`config.mk`:
```
export PLATFORM = sky130hd
export DESIGN_NAME = store_busy_ctrl
export DESIGN_NICKNAME = d
export VERILOG_FILES = /design/src/rtl/sbc_pkg.sv /design/src/rtl/sbc_line_sync.sv /design/src/rtl/sbc_grace_timer.sv /design/src/rtl/sbc_dirty_track.sv /design/src/rtl/store_busy_ctrl.sv
export SDC_FILE = /design/constraint.sdc
export NUM_CORES = 1
export LEC_CHECK = 0
export BUFFER_PORTS_ARGS = -buffer_cell sky130_fd_sc_hd__buf_2
export CAP_MARGIN = 20
export CORE_AREA = 2 2 39 41
export DETAILED_ROUTE_END_ITERATION = 7
export DIE_AREA = 0 0 41 43
export PLACE_DENSITY = 0.65
export SLEW_MARGIN = 20
export SYNTH_ARGS = -nofsm -noshare
export SYNTH_HDL_FRONTEND = slang
export SYNTH_SLANG_ARGS = --single-unit
export TNS_END_PERCENT = 10
```
`constraint.sdc`:
```
create_clock -name clk -period 4 [get_ports clk]
set_clock_uncertainty 0.1 [all_clocks]
set_input_delay 0.6 -clock clk [delete_from_list [all_inputs] [get_ports clk]]
set_output_delay 0.6 -clock clk [all_outputs]
set_load 0.05 [all_outputs]
```
`src/rtl/sbc_pkg.sv`:
```
package sbc_pkg;

    typedef enum logic [1:0] {
        ST_IDLE    = 2'd0,
        ST_GRACE   = 2'd1,
        ST_STORE   = 2'd2,
        ST_WAIT_HI = 2'd3
    } sbc_state_e;

    typedef struct packed {
        logic req;
        logic wr;
    } sbc_access_t;

    function automatic logic blocks_all(input sbc_state_e s);
        return (s == ST_STORE) || (s == ST_WAIT_HI);
    endfunction

    function automatic logic blocks_writes(input sbc_state_e s);
        return s != ST_IDLE;
    endfunction

endpackage

```
`src/rtl/sbc_line_sync.sv`:
```
module sbc_line_sync #(
    parameter int STAGES = 2
) (
    input  logic clk,
    input  logic rst,
    input  logic line_raw,
    output logic line_low
);
    logic [STAGES-1:0] chain_q;

    generate
        if (STAGES == 1) begin : g_one
            always_ff @(posedge clk) begin
                if (rst) chain_q <= '1;
                else     chain_q <= line_raw;
            end
        end else begin : g_many
            always_ff @(posedge clk) begin
                if (rst) chain_q <= '1;
                else     chain_q <= {chain_q[STAGES-2:0], line_raw};
            end
        end
    endgenerate

    assign line_low = ~chain_q[STAGES-1];
endmodule

```
`src/rtl/sbc_grace_timer.sv`:
```
module sbc_grace_timer #(
    parameter int GRACE_CYC = 8
) (
    input  logic clk,
    input  logic rst,
    input  logic run,
    output logic expire
);
    localparam int CW = $clog2(GRACE_CYC + 1);
    localparam logic [CW-1:0] LAST = CW'(GRACE_CYC - 1);

    logic [CW-1:0] cnt_q;

    always_ff @(posedge clk) begin
        if (rst || !run) cnt_q <= '0;
        else             cnt_q <= cnt_q + 1'b1;
    end

    assign expire = run && (cnt_q == LAST);


    fresh_window_chk: assert property (@(posedge clk) disable iff (rst)
        (run && !$past(run)) |-> (cnt_q == '0));


    bounded_count_chk: assert property (@(posedge clk) disable iff (rst)
        run |-> (cnt_q <= LAST));
endmodule

```
`src/rtl/sbc_dirty_track.sv`:
```
module sbc_dirty_track (
    input  logic clk,
    input  logic rst,
    input  logic wr_accept,
    input  logic store_fin,
    input  logic recall_fin,
    output logic dirty
);
    logic dirty_q;

    always_ff @(posedge clk) begin
        if (rst)                          dirty_q <= 1'b0;
        else if (wr_accept)               dirty_q <= 1'b1;
        else if (store_fin || recall_fin) dirty_q <= 1'b0;
    end

    assign dirty = dirty_q;


    set_wins_chk: assert property (@(posedge clk) disable iff (rst)
        (wr_accept && recall_fin) |=> dirty);


    clear_chk: assert property (@(posedge clk) disable iff (rst)
        (!wr_accept && (store_fin || recall_fin)) |=> !dirty);
endmodule

```
`src/rtl/store_busy_ctrl.sv`:
```
module store_busy_ctrl
    import sbc_pkg::*;
#(
    parameter int GRACE_CYC   = 8,
    parameter int SYNC_STAGES = 2
) (
    input  logic clk,
    input  logic rst,
    input  logic busy_line_in,
    output logic line_pull_en,
    input  logic pwr_fail_req,
    input  logic acc_req,
    input  logic acc_wr,
    output logic acc_grant,
    output logic wr_inhibit,
    output logic sram_disable,
    output logic store_start,
    input  logic store_done,
    input  logic recall_done
);
    sbc_state_e  state_q, state_d;
    sbc_access_t acc;
    logic line_low, pf_prev_q, pf_edge, expire, dirty;
    logic own_q, own_d, start_q, start_d, wr_accept, store_fin;

    assign acc = '{req: acc_req, wr: acc_wr};

    sbc_line_sync #(.STAGES(SYNC_STAGES)) u_sync (
        .clk(clk), .rst(rst), .line_raw(busy_line_in), .line_low(line_low));

    sbc_grace_timer #(.GRACE_CYC(GRACE_CYC)) u_timer (
        .clk(clk), .rst(rst), .run(state_q == ST_GRACE), .expire(expire));

    assign wr_accept = acc.req && acc.wr && !blocks_writes(state_q);
    assign store_fin = (state_q == ST_STORE) && store_done;

    sbc_dirty_track u_dirty (
        .clk(clk), .rst(rst), .wr_accept(wr_accept), .store_fin(store_fin),
        .recall_fin(recall_done), .dirty(dirty));

    assign pf_edge = pwr_fail_req && !pf_prev_q;

    always_comb begin
        state_d = state_q;
        own_d   = own_q;
        start_d = 1'b0;
        unique case (state_q)
            ST_IDLE: begin
                if (line_low || pf_edge) begin
                    state_d = ST_GRACE;
                    own_d   = pf_edge;
                end
            end
            ST_GRACE: begin
                if (expire) begin
                    own_d = 1'b0;
                    if (dirty) begin
                        state_d = ST_STORE;
                        start_d = 1'b1;
                    end else begin
                        state_d = ST_WAIT_HI;
                    end
                end
            end
            ST_STORE:   if (store_done) state_d = ST_WAIT_HI;
            ST_WAIT_HI: if (!line_low)  state_d = ST_IDLE;
            default:    state_d = ST_IDLE;
        endcase
    end

    always_ff @(posedge clk) begin
        if (rst) begin
            state_q   <= ST_IDLE;
            own_q     <= 1'b0;
            start_q   <= 1'b0;
            pf_prev_q <= 1'b0;
        end else begin
            state_q   <= state_d;
            own_q     <= own_d;
            start_q   <= start_d;
            pf_prev_q <= pwr_fail_req;
        end
    end

    assign line_pull_en = (state_q == ST_STORE) || ((state_q == ST_GRACE) && own_q);
    assign wr_inhibit   = blocks_writes(state_q);
    assign sram_disable = blocks_all(state_q);
    assign store_start  = start_q;
    assign acc_grant    = acc.req && !sram_disable && !(acc.wr && wr_inhibit);


    line_reacts_chk: assert property (@(posedge clk) disable iff (rst)
        (state_q == ST_IDLE && line_low) |=> wr_inhibit);


    start_pulse_chk: assert property (@(posedge clk) disable iff (rst)
        store_start |=> !store_start);


    start_needs_dirty_chk: assert property (@(posedge clk) disable iff (rst)
        store_start |-> $past(dirty));


    pull_on_start_chk: assert property (@(posedge clk) disable iff (rst)
        store_start |-> line_pull_en);


    hold_disabled_chk: assert property (@(posedge clk) disable iff (rst)
        (state_q == ST_WAIT_HI && line_low) |=> sram_disable);


    reads_in_grace_chk: assert property (@(posedge clk) disable iff (rst)
        (state_q == ST_GRACE && acc_req && !acc_wr) |-> acc_grant);


    clean_after_store_chk: assert property (@(posedge clk) disable iff (rst)
        (state_q == ST_WAIT_HI && $past(state_q) == ST_STORE) |-> !dirty);
endmodule

```
==> results of run 1 <==
[metal layers]
| layer | vias up | part of all wire (%) | GRT usage, % |
|---|---|---|---|
| met1 | 205 | 48 | 19.7 |
| met5 | - | 0 | 0 |
| met3 | 2 | 7.1 | 4.71 |
| li1 | 241 | - | - |
| met4 | 0 | 1.6 | 8.00 |
| met2 | 15 | 43 | 21.3 |
[cell usage in the layout (no fill, tap or decap)]
cell type / synthesis / layout
inv_2: 1 / 1
or3_1: 2 / 2
a21oi_2: 1 / 1
xnor2_1: 1 / 1
o21ai_0: 2 / 2
and4b_1: 1 / 1
xor2_1: 1 / 1
ha_1: 6 / 6
or2_2: 2 / 2
nand2b_1: 1 / 1
nand3_1: 2 / 2
nand2_1: 5 / 5
dfxtp_1: 12 / 12
o22ai_1: 2 / 2
a22oi_1: 1 / 1
inv_1: 8 / 8
a21oi_1: 3 / 3
clkbuf_8: 0 / 1
nand3b_1: 1 / 1
buf_2: 0 / 12
a211oi_1: 1 / 1
and3b_1: 1 / 1
nor2_1: 5 / 5
a211o_1: 1 / 1
nor2b_1: 2 / 2
clkbuf_4: 0 / 3
mux2_2: 1 / 1
[stage by stage]
| stage | hold slack (ns) | instance area (um2) | power (mW) | setup WS [ns] | utilization, % |
|---|---|---|---|---|---|
| global route | 0.321 | 682 | 0.511 | 1.53 | 49.3 |
| CTS | 0.314 | 682 | 0.474 | 1.68 | 49.3 |
| global placement | 0.295 | 646 | 0.375 | 2.05 | 46.7 |
| detailed placement | 0.296 | 646 | 0.378 | 1.98 | 46.7 |
| finish | 0.313 | 682 | 0.470 | 1.71 | 49.3 |
| floorplan | 0.289 | 566 | 0.332 | 0.971 | - |
[cells in the mapped netlist]
master	instances
a21oi_2	1
nand3b_1	1
xnor2_1	1
o21ai_0	2
nor2b_1	2
and4b_1	1
nand3_1	2
a21oi_1	3
ha_1	6
xor2_1	1
or2_2	2
nor2_1	5
a22oi_1	1
mux2_2	1
inv_2	1
or3_1	2
nand2b_1	1
a211o_1	1
a211oi_1	1
dfxtp_1	12
o22ai_1	2
inv_1	8
and3b_1	1
nand2_1	5
[registers in the layout (all words and copies together), names as in the netlist]
register        count
u_sync.chain_q      2
u_dirty.dirty       1
pf_prev_q           1
own_q               1
u_timer.cnt_q       4
state_q             2
store_start         1
[cells by family (layout without fill, tap and decap cells)]
family | after synthesis | after routing | share of synthesized area, %
AO/OA/AOI/OAI | 11 | 11 | 12.4
XOR/XNOR | 2 | 2 | 3.10
adder cells (fa/ha/maj) | 6 | 6 | 13.3
buffers and inverters | 9 | 25 | 5.97
flip-flops | 12 | 12 | 42.5
multiplexers | 1 | 1 | 1.99
AND/OR/NAND/NOR | 22 | 22 | 20.8
[worst max-delay path, cell delays in order, from the launching register on]
cell      delay [ns]
dfxtp_1         0.40
inv_2           0.08
ha_1            0.21
inv_1           0.09
nand2_1         0.07
a211oi_1        0.19
buf_2           0.30
[path summary, 6_finish.rpt]
kind	startpoint	endpoint	cells past startpoint
min	u_sync.chain_q[0]$_SDFF_PP1_	u_sync.chain_q[1]$_SDFF_PP1_	1
min reg2reg	u_sync.chain_q[0]$_SDFF_PP1_	u_sync.chain_q[1]$_SDFF_PP1_	1
max	state_q[0]$_SDFFE_PP0P_	acc_grant	6
max reg2reg	state_q[1]$_SDFFE_PP0P_	state_q[0]$_SDFFE_PP0P_	6
[cell type report]
type | instances | area (um2) | share of cell area (%)
clock buffer | 4 | 36.3 | 5.32
inverter | 9 | 33.8 | 4.95
multi-input combinational | 42 | 292 | 42.8
sequential | 12 | 240 | 35.2
tap | 16 | 20.0 | 2.94
timing repair buffer | 12 | 60.1 | 8.81
[where the power goes]
part           switching, mW  internal (mW)  total [mW]
Combinational          0.150         0.0700       0.220
Clock                 0.0398         0.0552      0.0950
Sequential            0.0169          0.138       0.155
==> impl_metrics.json, run 1 <==
{
  "clkTransAtPathRegs_ns": 0.07,
  "layout.cells.non_filler": 95,
  "grt_usage_pct": 15.1,
  "avgSynthCellArea_um2": 8.98,
  "antenna_left": 0,
  "n_fill_cell": 144,
  "rows": 14,
  "syn_nets": 77,
  "yosysTopAreaCell": "dfxtp_1",
  "seq_area_frac_synth_pct": 42.5,
  "yosysTopAreaCellShare_pct": 42.5,
  "drive_gt1_share_pct": 26.6,
  "syn-instance-count": 63,
  "htreeDepth": 1,
  "cts_sinks": 12,
  "antenna_found_initial": 0,
  "grt_overflow": 0,
  "syn_area_um2": 566,
  "io_pins": 13,
  "ctsResizeCount": 0,
  "end_kind": "output port",
  "start_util_pct": 40.9,
  "crit_type": "reg2out",
  "period_minus_slack_ns": 2.29,
  "remaining_drc_errors": 0,
  "fmax_mhz": 436,
  "synth_seq_cells": 12,
  "dp.cells": 91,
  "post-route-period-util_pct": 57.4,
  "clk_latency_ns": 0.27,
  "power.density_nw_per_um2": 689,
  "first_pass_iters": 2,
  "drt_iter0_drc": 4,
  "holdCritPathClass": "reg2reg",
  "cp_max_fo": 5,
  "post_synth_num_cell_types": 24,
  "cts-root-buf": "clkbuf_4",
  "slew_headroom_pct": 78.1,
  "slew_viol_final": 0,
  "via_per_inst": 4.87,
  "drv_cap": 0,
  "routedWlPerCell_um": 10.1,
  "cts_tree": "built",
  "tns_ns": 0,
  "die-width_um": 41,
  "port-buffer-count": 12,
  "clockBufferDepth": 2,
  "ir_worst_vdd_mv": 0.427,
  "synth_top_cells_by_area": "dfxtp_1, ha_1, inv_1",
  "gp_congestion": 0.706,
  "cp.arrival_ns": 1.59,
  "dieArea_um2": 1760,
  "status": "finished clean",
  "rsz0062_at_grt": "no",
  "core_area_um2": 1380,
  "num_antenna_cells": 0,
  "worstPathRequired_ns": 3.30,
  "die_h_um": 43,
  "ctsHoldBuffers": 0,
  "grt_pass1_wl_um": 1750,
  "area_delta_synth_final_pct": 20.6,
  "synth.yosys.warnings": 0,
  "grt_pass1_vias": 438,
  "hold_violations": 0,
  "cellLeakagePower_nw": 0.329,
  "worst_pin_slew_ns": 0.329,
  "grt_max_degree": 10,
  "finalNetCount": 94,
  "setup_viol": 0,
  "postCtsSetupBuffers": 0,
  "start_kind": "flip-flop",
  "r2r_slack_ns": 2.38,
  "wirelength_um": 962,
  "hpwlAfterDp_um": 764,
  "vias": 463,
  "cts-buffers-inserted": 3
}
Power figures use the tool's default switching activity.
==> inputs of run 2 (changes only) <==
Settings changed: PLACE_DENSITY 0.65 to 0.68.
Clock period 4 ns to 2.1 ns, I/O delays scaled along.
==> impl_metrics.json, run 2 (synthesized netlist as in run 1, its figures left out) <==
{
  "ff2ff_path_depth": 6,
  "port-buffer-count": 12,
  "start_kind": "flip-flop",
  "die_h_um": 43,
  "grt_overflow": 0,
  "path_cells": "inv_2, ha_1, inv_1, nand2_1, a211oi_4, buf_4",
  "core_area_um2": 1380,
  "dieArea_um2": 1760,
  "clockBufferDepth": 2,
  "cp.buffers_inverters": 3,
  "hpwlAfterDp_um": 822,
  "die-width_um": 41,
  "drv_cap": 0,
  "tns_ns": 0,
  "postCtsSetupBuffers": 0,
  "grt_pass1_wl_um": 1760,
  "grt_usage_pct": 14.7,
  "cp-startpoint": "state_q[0]$_SDFFE_PP0P_",
  "post-route-period-util_pct": 91.8,
  "r2r_slack_ns": 0.46,
  "rr_endpoint": "state_q[0]$_SDFFE_PP0P_",
  "cp_max_fo": 5,
  "largest_register": "u_timer.cnt_q",
  "slew_viol_final": 0,
  "final_cell_mix": "buf_2, dfxtp_1, inv_1, ha_1",
  "fmax_mhz": 519,
  "antenna_left": 0,
  "hold_depth": 2,
  "drive_gt1_share_pct": 29.1,
  "holdCritPathClass": "in2reg",
  "slowest_stage": "dfxtp_2",
  "holdPathEnd": "u_sync.chain_q[0]$_SDFF_PP1_",
  "cts-buffers-inserted": 3,
  "antenna_found_initial": 0,
  "largest_register_ffs": 4,
  "cellLeakagePower_nw": 0.331,
  "wirelength_um": 1010,
  "hold_violations": 0,
  "finalPower_uw": 919,
  "setup_viol": 0,
  "worst_pin_slew_ns": 0.361,
  "reg.largest.list": "u_timer.cnt_q (4), state_q (2), u_sync.chain_q (2)",
  "gp_congestion": 0.685,
  "grt_pass1_vias": 426,
  "ir_worst_vdd_mv": 0.531,
  "status": "finished clean",
  "vias": 456,
  "path_delay_family": "flip-flops",
  "slew_headroom_pct": 75.9,
  "period_minus_slack_ns": 1.93,
  "io_pins": 13,
  "cp.arrival_ns": 1.51,
  "remaining_drc_errors": 0,
  "rsz0062_at_grt": "no",
  "start_util_pct": 40.9,
  "min-delay-start": "busy_line_in",
  "crit_type": "reg2out",
  "r2r_start": "state_q[1]$_SDFFE_PP0P_",
  "worstPathRequired_ns": 1.68,
  "end_kind": "output port",
  "cts_tree": "built",
  "routedWlPerCell_um": 10.7,
  "clk_latency_ns": 0.26,
  "finalNetCount": 94,
  "hold-worst-slack_ns": 0.136,
  "area_delta_synth_final_pct": 23.5,
  "first_pass_iters": 3,
  "cts_sinks": 12,
  "num_antenna_cells": 0,
  "timing.critical_path.slowest_cell_delay_ns": 0.37,
  "power.density_nw_per_um2": 1320,
  "rows": 14,
  "via_per_inst": 4.80,
  "pre_cts_ws_ns": 0.334,
  "cts-root-buf": "clkbuf_4",
  "drt_iter0_drc": 7,
  "clkTransAtPathRegs_ns": 0.08,
  "setup_ws_ns": 0.173,
  "htreeDepth": 1,
  "grt_max_degree": 10
}
run 2: changes by cell type in the layout (fill, tap and decap cells not counted):
cell	before	now
a211oi_1	1	0
dfxtp_1	12	11
buf_4	0	1
dfxtp_2	0	1
a211oi_4	0	1
buf_2	12	11
run 2: worst max path at each step:
stage,end,cells after the start,slack [ns]
after floorplan,acc_grant,5,0.001
after global placement,acc_grant,6,0.39
after detailed placement,acc_grant,6,0.33
after CTS,acc_grant,6,0.04
after global routing,acc_grant,6,0.03
final,acc_grant,6,0.17
run 2: per-stage QoR:
| step | area, um2 | instances | util, % |
|---|---|---|---|
| final | 698 | 95 | 50.5 |
| after global routing | 698 | 95 | 50.5 |
| after CTS | 694 | 95 | 50.2 |
| after detailed placement | 658 | 91 | 47.6 |
| after global placement | 658 | 91 | 47.6 |
| after floorplan | 578 | 63 | - |
run 2: worst reg2reg max path: stages, from the launching register on:
cell and delay [ns]:
dfxtp_1 0.35, inv_1 0.12, ha_1 0.23, inv_1 0.09, or3_1 0.31, a211o_1 0.27, a21oi_2 0.12
run 2: metal layers:
layer	wire (um)	part of all wire (%)	global-route usage (%)
met5	0	0	0
met4	7	0.69	8.00
met2	469	46	23.8
met3	54	5.3	3.14
met1	480	47	16.9
run 2: report_power, final:
group | total [mW] | internal, mW | switching, mW
combinational | 0.447 | 0.146 | 0.302
clock | 0.176 | 0.105 | 0.0705
sequential | 0.296 | 0.264 | 0.0320
total | 0.919 | 0.515 | 0.404
run 2: area by class of cell:
type | instances | area [um2]
multi-input cells | 42 | 304
well taps | 16 | 20.0
fillers | 141 | 686
inverters | 9 | 33.8
clock buffers | 4 | 36.3
flip-flops and latches | 12 | 241
repair buffers | 12 | 62.6
run 2: timing repair:
item,in CTS,in global routing
setup endpoints to repair,0,1
hold buffers,0,0
gates resized for setup,0,3
==> inputs of run 3 (changes only) <==
Settings changed: ABC_AREA set to 1, CORE_AREA 2 2 39 41 to unset, CORE_MARGIN set to 2, CORE_UTILIZATION set to 45, DIE_AREA 0 0 41 43 to unset, PLACE_DENSITY 0.68 to 0.7, REMOVE_ABC_BUFFERS set to 1.
==> impl_metrics.json, run 3 <==
{
  "status": "finished clean",
  "n_fill_cell": 127,
  "seq_area_frac_synth_pct": 38.6,
  "ir_worst_vdd_mv": 0.539,
  "avgSynthCellArea_um2": 7.23,
  "slew_headroom_pct": 83.5,
  "drt_iter0_drc": 12,
  "cp.arrival_ns": 1.62,
  "vias": 546,
  "path_cells": "inv_1, ha_1, or2_2, nor2_1, buf_4",
  "clkTransAtPathRegs_ns": 0.08,
  "slowest_stage": "dfxtp_2",
  "cts-buffers-inserted": 3,
  "grt_pass1_vias": 460,
  "grt_max_degree": 8,
  "grt_usage_pct": 17.0,
  "drive_gt1_share_pct": 22.5,
  "port-buffer-count": 12,
  "cellLeakagePower_nw": 0.405,
  "num_antenna_cells": 0,
  "remaining_drc_errors": 0,
  "synth_common_cells": "inv_1, nand2_1, dfxtp_1, nor2_1",
  "synth_top_cells_by_area": "dfxtp_1, ha_1, inv_1",
  "hold-worst-slack_ns": 0.120,
  "grt_overflow": 0,
  "dieArea_um2": 1700,
  "antenna_found_initial": 0,
  "start_kind": "flip-flop",
  "rsz0062_at_grt": "no",
  "wirelength_um": 1170,
  "postCtsSetupBuffers": 0,
  "reg.largest.list": "u_timer.cnt_q (4), state_q (2), u_sync.chain_q (2)",
  "hold_violations": 0,
  "timing.critical_path.slowest_cell_delay_ns": 0.37,
  "rows": 13,
  "grt_pass1_wl_um": 1770,
  "finalNetCount": 117,
  "slew_viol_final": 0,
  "cts_sinks": 12,
  "synth_ff_type": "dfxtp_1",
  "power.density_nw_per_um2": 1310,
  "io_pins": 13,
  "die_h_um": 41.2,
  "largest_register_ffs": 4,
  "post-route-period-util_pct": 96.7,
  "die-width_um": 41.2,
  "final_common_cell": "inv_1",
  "clockBufferDepth": 2,
  "first_pass_iters": 4,
  "crit_type": "reg2out",
  "syn-instance-count": 86,
  "finalPower_uw": 972,
  "worst_pin_slew_ns": 0.250,
  "area_delta_synth_final_pct": 19.1,
  "via_per_inst": 4.67,
  "antenna_left": 0,
  "cts_tree": "built",
  "start_util_pct": 47.8,
  "synth-async-reset-ratio_pct": 0,
  "yosysTopAreaCell": "dfxtp_1",
  "design_area_um2": 741,
  "hpwlAfterDp_um": 904,
  "fmax_mhz": 492,
  "period_minus_slack_ns": 2.03,
  "clk_latency_ns": 0.28,
  "yosysTopAreaCellShare_pct": 38.6,
  "routedWlPerCell_um": 10.0,
  "synth_edf_count": 0,
  "worstPathRequired_ns": 1.68,
  "yosysMostFrequentCell": "inv_1",
  "post_synth_num_cell_types": 15,
  "end_kind": "output port",
  "cp_max_fo": 5,
  "synth_seq_cells": 12,
  "syn_area_um2": 622,
  "gp_congestion": 0.782,
  "largest_register": "u_timer.cnt_q",
  "synth.yosys.warnings": 0,
  "final_cell_mix": "inv_1, nand2_1, nor2_1, buf_2, dfxtp_1",
  "core_area_um2": 1300,
  "holdCritPathClass": "in2reg",
  "cts-root-buf": "clkbuf_4",
  "htreeDepth": 1,
  "setup_viol": 0,
  "drv_cap": 0,
  "placed_cell_area_um2": 701
}
run 3: changes by cell type in the layout (fill, tap and decap cells not counted), sizes merged, moves of 2 or more:
cell | before | now
inv | 9 | 18
nor2b | 2 | 0
o22ai | 2 | 0
nand3 | 2 | 8
or3 | 2 | 0
nor2 | 5 | 11
nand2 | 5 | 18
run 3: power by group:
group / total [mW] / switching, mW / internal [mW]
Sequential: 0.301 / 0.0339 / 0.267
Combinational: 0.482 / 0.331 / 0.152
Clock: 0.189 / 0.0840 / 0.105
Total: 0.972 / 0.449 / 0.524
run 3: kinds of logic (layout without fill, tap and decap cells):
kind of cell / Yosys count / count (layout) / synth area share, %
XOR/XNOR: 1 / 1 / 1.41
buffers and inverters: 18 / 34 / 10.9
AO/OA/AOI/OAI: 8 / 8 / 7.24
flip-flops: 12 / 12 / 38.6
AND/OR/NAND/NOR: 41 / 41 / 29.8
adder cells (fa/ha/maj): 6 / 6 / 12.1
run 3: routing by layer:
metal	GRT usage [%]	wire length, um
met1	19.0	555
met2	26.6	555
met3	3.80	50
met4	15.3	10
met5	0	0
run 3: layout make-up:
| type | count | area, um2 | share of cell area, % |
|---|---|---|---|
| Timing Repair Buffer | 12 | 62.6 | 8.45 |
| Inverter | 18 | 67.6 | 9.12 |
| Sequential cell | 12 | 241 | 32.6 |
| Tap cell | 15 | 18.8 | 2.53 |
| Clock buffer | 4 | 36.3 | 4.90 |
| Multi-Input combinational cell | 56 | 314 | 42.4 |
run 3: worst paths after layout:
check	cells after the start	endpoint	start	slack, ns
max reg2reg	8	state_q[1]$_SDFFE_PP0P_	state_q[1]$_SDFFE_PP0P_	0.66
min	2	u_sync.chain_q[0]$_SDFF_PP1_	busy_line_in	0.12
min reg2reg	1	u_sync.chain_q[1]$_SDFF_PP1_	u_sync.chain_q[0]$_SDFF_PP1_	0.30
max	5	acc_grant	state_q[0]$_SDFFE_PP0P_	0.07
run 3: through the flow:
| stage | instances | utilization [%] | setup TNS, ns | worst slack (ns) |
|---|---|---|---|---|
| after floorplan | 86 | - | -0.113 | -0.113 |
| after global placement | 113 | 53.8 | 0 | 0.356 |
| after detailed placement | 113 | 53.8 | 0 | 0.294 |
| after CTS | 117 | 56.8 | 0 | 0.0242 |
| after global routing | 117 | 56.9 | 0 | 0.0289 |
| final | 117 | 56.9 | 0 | 0.0690 |
run 3: critical path: cells and delay by family (launching register included):
family	cells	cell delay [ns]
simple gates	2	0.40
flops	1	0.37
fa+ha+maj	1	0.25
buf+inv	2	0.31
run 3: timing repair:
action,4_1_cts,5_1_grt
resized for setup,1,1
endpoints found under the setup margin,1,1
cloned,0,0
hold buffers,0,0
